===== src/rtl/lsa_pkg.sv =====
package lsa_pkg;
  localparam int SLICE_W     = 8;
  localparam int SLICE_COUNT = 8;
  localparam int DATA_W      = SLICE_W * SLICE_COUNT;
  localparam int MODE_W      = 2;
  localparam int IDX_W       = $clog2(SLICE_COUNT);

  typedef enum logic [MODE_W-1:0] {
    LANE8  = 2'b00,
    LANE16 = 2'b01,
    LANE32 = 2'b10,
    LANE64 = 2'b11
  } laneMode_e;

  // Strobes from control to datapath
  typedef struct packed {
    logic                   invertB;    // subtract: invert B, inject carry 1
    logic [SLICE_COUNT-1:0] laneStart;  // slice is the lowest slice of a lane
    logic [SLICE_COUNT-1:0] laneTop;    // slice is the highest slice of a lane
  } sliceCtrl_t;
endpackage


===== src/rtl/lsa_ctrl.sv =====
module lsa_ctrl
  import lsa_pkg::*;
(
  input  logic [MODE_W-1:0] laneMode,
  input  logic              subSel,
  output sliceCtrl_t        ctrl
);
  logic [IDX_W-1:0]       posMask;
  logic [SLICE_COUNT-1:0] startVec;
  logic [SLICE_COUNT-1:0] topVec;

  // Bits of the slice index that select a position inside one lane
  always_comb begin
    unique case (laneMode)
      LANE8:   posMask = 3'b000;
      LANE16:  posMask = 3'b001;
      LANE32:  posMask = 3'b011;
      default: posMask = 3'b111;
    endcase
  end

  for (genvar i = 0; i < SLICE_COUNT; i++) begin : g_slice_dec
    localparam logic [IDX_W-1:0] IDX = IDX_W'(i);
    assign startVec[i] = (IDX & posMask) == '0;
    assign topVec[i]   = (IDX & posMask) == posMask;
  end

  always_comb begin
    ctrl.invertB   = subSel;
    ctrl.laneStart = startVec;
    ctrl.laneTop   = topVec;
  end
endmodule


===== src/rtl/lsa_datapath.sv =====
module lsa_datapath
  import lsa_pkg::*;
(
  input  logic                   clk,
  input  logic                   rstN,
  input  logic [DATA_W-1:0]      opA,
  input  logic [DATA_W-1:0]      opB,
  input  sliceCtrl_t             ctrl,
  output logic [DATA_W-1:0]      sumOut,
  output logic [SLICE_COUNT-1:0] laneCarry
);
  logic [DATA_W-1:0]      sumNext;
  logic [SLICE_COUNT-1:0] carryNext;

  // Byte slices chained through a carry that is killed at lane starts
  always_comb begin
    logic             chainCarry;
    logic             sliceIn;
    logic [SLICE_W-1:0] aSlice;
    logic [SLICE_W-1:0] bSlice;
    logic [SLICE_W:0]   partial;
    chainCarry = 1'b0;
    sumNext    = '0;
    carryNext  = '0;
    for (int i = 0; i < SLICE_COUNT; i++) begin
      aSlice  = opA[i*SLICE_W +: SLICE_W];
      bSlice  = opB[i*SLICE_W +: SLICE_W] ^ {SLICE_W{ctrl.invertB}};
      sliceIn = ctrl.laneStart[i] ? ctrl.invertB : chainCarry;
      partial = {1'b0, aSlice} + {1'b0, bSlice} + {{SLICE_W{1'b0}}, sliceIn};
      sumNext[i*SLICE_W +: SLICE_W] = partial[SLICE_W-1:0];
      carryNext[i] = ctrl.laneTop[i] & partial[SLICE_W];
      chainCarry   = partial[SLICE_W];
    end
  end

  always_ff @(posedge clk or negedge rstN) begin
    if (!rstN) begin
      sumOut    <= '0;
      laneCarry <= '0;
    end else begin
      sumOut    <= sumNext;
      laneCarry <= carryNext;
    end
  end
endmodule


===== src/rtl/lane_split_adder.sv =====
module lane_split_adder
  import lsa_pkg::*;
(
  input  logic                   clk,
  input  logic                   rstN,
  input  logic [DATA_W-1:0]      opA,
  input  logic [DATA_W-1:0]      opB,
  input  logic [MODE_W-1:0]      laneMode,
  input  logic                   subSel,
  output logic [DATA_W-1:0]      sumOut,
  output logic [SLICE_COUNT-1:0] laneCarry
);
  sliceCtrl_t ctrl;

  lsa_ctrl u_ctrl (
    .laneMode (laneMode),
    .subSel   (subSel),
    .ctrl     (ctrl)
  );

  lsa_datapath u_dp (
    .clk       (clk),
    .rstN      (rstN),
    .opA       (opA),
    .opB       (opB),
    .ctrl      (ctrl),
    .sumOut    (sumOut),
    .laneCarry (laneCarry)
  );
endmodule


===== config.mk =====
export PLATFORM = sky130hd
export DESIGN_NAME = lane_split_adder
export DESIGN_NICKNAME = d
export VERILOG_FILES = /design/src/rtl/lsa_pkg.sv /design/src/rtl/lsa_ctrl.sv /design/src/rtl/lsa_datapath.sv /design/src/rtl/lane_split_adder.sv
export SDC_FILE = /design/constraint.sdc
export NUM_CORES = 1
export LEC_CHECK = 0
export BUFFER_PORTS_ARGS = -buffer_cell sky130_fd_sc_hd__buf_2
export CAP_MARGIN = 40
export CORE_UTILIZATION = 53
export DETAILED_ROUTE_END_ITERATION = 8
export PLACE_DENSITY = 0.86
export SKIP_CTS_REPAIR_TIMING = 1
export SLEW_MARGIN = 20
export SYNTH_ARGS = -nofsm -noshare
export SYNTH_HDL_FRONTEND = slang
export SYNTH_SLANG_ARGS = --single-unit
export TNS_END_PERCENT = 5

===== constraint.sdc =====
create_clock -name clk -period 0.9 [get_ports clk]
set_input_delay 0.225 -clock clk [delete_from_list [all_inputs] [get_ports clk]]
set_output_delay 0.225 -clock clk [all_outputs]
set_load 0.005 [all_outputs]

==> results.sh <==
export IMPL_first_iter_violations=205
export IMPL_postRouteAntennaNets=0
export IMPL_post_drt_wl_per_cell_um=17.7
export IMPL_cts_sinks=72
export IMPL_seq_area_um2=1800
export IMPL_synthArstFlopShare_pct=100
export IMPL_grtUsageMet2_pct=57.9
export IMPL_syn_nets=695
export IMPL_final_hold_viol_count=0
export IMPL_synth_edff_count=0
export IMPL_p_per_area_nw_per_um2=1770
export IMPL_fmax_ghz=0.0859
export IMPL_netlist_area_leader_share_pct=35.4
export IMPL_vdd_drop_max_v=0.00102
export IMPL_violations="negative setup slack"
export IMPL_cts_buffers=9
export IMPL_whs_ns=0.0851
export IMPL_swShare_pct=33.9
export IMPL_syn_avg_cell_area_um2=10.4
export IMPL_synthTopCellsByCount="dfrtp_1 (72), xor2_1 (66), ha_1 (56)"
export IMPL_htreeDepth=3
export IMPL_setup_violations=143
export IMPL_cts_tree="built"
export IMPL_rsz0062_at_grt="true"
export IMPL_hold_start="opA[0]"
export IMPL_std_cell_rows=35
export IMPL_io_buffers=204
export IMPL_path_clk_slew_ns=0.08
export IMPL_first_global_vias=5341
export IMPL_busiest_layer="met2"
export IMPL_hpwl_um=12100
export IMPL_status="finished with violations"
export IMPL_die_y_um=99.9
export IMPL_multi_input_area_um2=3370
export IMPL_wl_um=17000
export IMPL_grt_total_usage_pct=30.7
export IMPL_cp_max_fo=4
export IMPL_ios=205
export IMPL_worstHoldEndpoint="u_dp.sumOut[0]"
export IMPL_holdPathStages=2
export IMPL_tightest_slew_ns=0.518
export IMPL_ys_seq_area_share_pct=35.4
export IMPL_synth_most_common_cell="dfrtp_1"
export IMPL_clock_root_buffer="clkbuf_8"
export IMPL_tns_ns=-410.02
export IMPL_syn2layout_area_growth_pct=52.8
export IMPL_maxCapViolCount=0
export IMPL_period_needed_ns=11.64
export IMPL_yosys_warnings=0
export IMPL_finalMaxSlewViolations=0
export IMPL_period_share_pct=1290
export IMPL_crit_top_cell="fa_2"
export IMPL_synth_area_leaders="dfrtp_1 (35%), ha_1 (14%), xor2_1 (11%), xnor2_1 (6.4%), fa_1 (5.9%)"
export IMPL_crit_start="subSel"
export IMPL_fin_nets=1031
export IMPL_synth_top_area_cell="dfrtp_1"
export IMPL_end_kind="flop"
export IMPL_p_leak_nw=3.99
export IMPL_cts_max_path_buffers=2
export IMPL_placed_cells=924
export IMPL_path_class="in -> reg"
export IMPL_antenna_found_initial=1
export IMPL_vias=5188
export IMPL_gp_congestion=0.895
export IMPL_p_int_mw=9.08
export IMPL_worst_path_buf_inv=2
export IMPL_use_met3_pct=6.41
export IMPL_ys_flop_type="dfrtp_1"
export IMPL_use_met1_pct=32.4
export IMPL_critical_path_arrival_ns=11.90
export IMPL_slowest_delay_ns=0.43
export IMPL_start_kind="input port"
export IMPL_postSynthCellCount=491
export IMPL_hold_class="in -> reg"
export IMPL_grt_ovfl_total=0
export IMPL_required_ns=1.17
export IMPL_drc=0
export IMPL_grt_pass1_wl_um=23900
export IMPL_p_seq_share_pct=32.1
export IMPL_dieArea_um2=9990
export IMPL_critPathTopFamily="adder cells"
export IMPL_p_sw_mw=4.66
export IMPL_combPwrFrac_pct=46.4
export IMPL_dr_pass1_iters=5
export IMPL_pwr_share_clk_pct=21.5
export IMPL_viasPerCell=5.39
export IMPL_netlist_area_um2=5080
export IMPL_drive_gt1_share_pct=50.6
export IMPL_start_util_pct=54.8
export IMPL_yosysUniqueCellTypes=44
export IMPL_crit_slowest_cell="fa_2"
export IMPL_core_area_um2=9280
export IMPL_yosys_register_bits=72
export IMPL_die_w_um=99.9
export IMPL_grt_max_degree=43
export IMPL_n_fill_cell=507
export IMPL_slew_headroom_pct=65.5
export IMPL_final_cells=962
export IMPL_setup_slack_ns=-10.74
-- routing by layer --
| metal | vias up | wire, um | share of wire, % |
|---|---|---|---|
| li1 | 2348 | - | - |
| met1 | 2467 | 6140 | 36 |
| met2 | 285 | 8890 | 52 |
| met3 | 88 | 1070 | 6.3 |
| met4 | 0 | 916 | 5.4 |
| met5 | - | 0 | 0 |
-- flip-flops by register name (all words and copies together), names as in the netlist --
signal and flops:
u_dp.sumOut 64, u_dp.laneCarry 8
-- worst max path at each step --
stage                   endpoint  depth (start not counted)  slack, ns
2_1_floorplan  u_dp.laneCarry[7]                         58     -10.22
5_1_grt        u_dp.laneCarry[7]                         57     -11.21
6_report         u_dp.sumOut[62]                         57     -10.74
4_1_cts        u_dp.laneCarry[7]                         57     -10.83
3_5_place_dp   u_dp.laneCarry[7]                         57     -11.06
3_3_place_gp   u_dp.laneCarry[7]                         57     -10.59
-- power groups by stage --
stage / logic, mW / clock network, mW / registers, mW
after global routing: 6.89 / 3.10 / 4.48
after global placement: 5.31 / 0 / 4.45
after floorplan: 2.67 / 0 / 4.58
after detailed placement: 5.61 / 0 / 4.46
final: 6.37 / 2.96 / 4.41
after CTS: 5.66 / 2.95 / 4.41
-- logic make-up (layout without fill, tap and decap cells) --
| family | Yosys count | after routing | share of synthesized area (%) |
|---|---|---|---|
| AOI/OAI and AO/OA | 101 | 101 | 13.9 |
| adders and majority gates | 71 | 71 | 19.7 |
| and+or+nand+nor | 94 | 94 | 8.98 |
| other | 0 | 1 | 0 |
| muxes | 2 | 2 | 0.492 |
| DFF | 72 | 72 | 35.4 |
| xor gates and xnor gates | 103 | 103 | 17.7 |
| buffers and inverters | 48 | 389 | 3.74 |
-- cell usage in the layout, fill, tap and decap left out, drive strengths merged, types with 7 or more instances in the layout --
master / count
xnor2: 37
dfrtp: 72
inv: 38
nand2: 11
nand3: 10
o21a: 22
buf: 334
o31a: 7
ha: 56
fa: 15
nor2: 36
clkbuf: 11
o21ai: 16
xor2: 66
nor2b: 13
a21oi: 22
nor3: 10
-- stage by stage --
step                      util [%]  worst slack [ns]  total power [mW]  instance area [um^2]
final                         83.7            -10.74              13.7                  7770
after global routing          83.7            -11.21              14.5                  7770
after CTS                     79.4            -10.83              13.0                  7370
after detailed placement      77.0            -11.06              10.1                  7150
after global placement        77.0            -10.59              9.75                  7150
after floorplan                  -            -10.22              7.25                  5190
-- cell type report --
cell class / count / area share, %
Antenna cell: 1 / 0.0322
Inverter: 38 / 1.84
Tap cell: 129 / 2.08
Timing Repair Buffer: 335 / 26.6
Multi-Input combinational cell: 371 / 43.5
Sequential cell: 72 / 23.2
Clock inverter: 5 / 1.03
Clock buffer: 11 / 1.82
No activity file was read; power rests on OpenSTA's default activity.
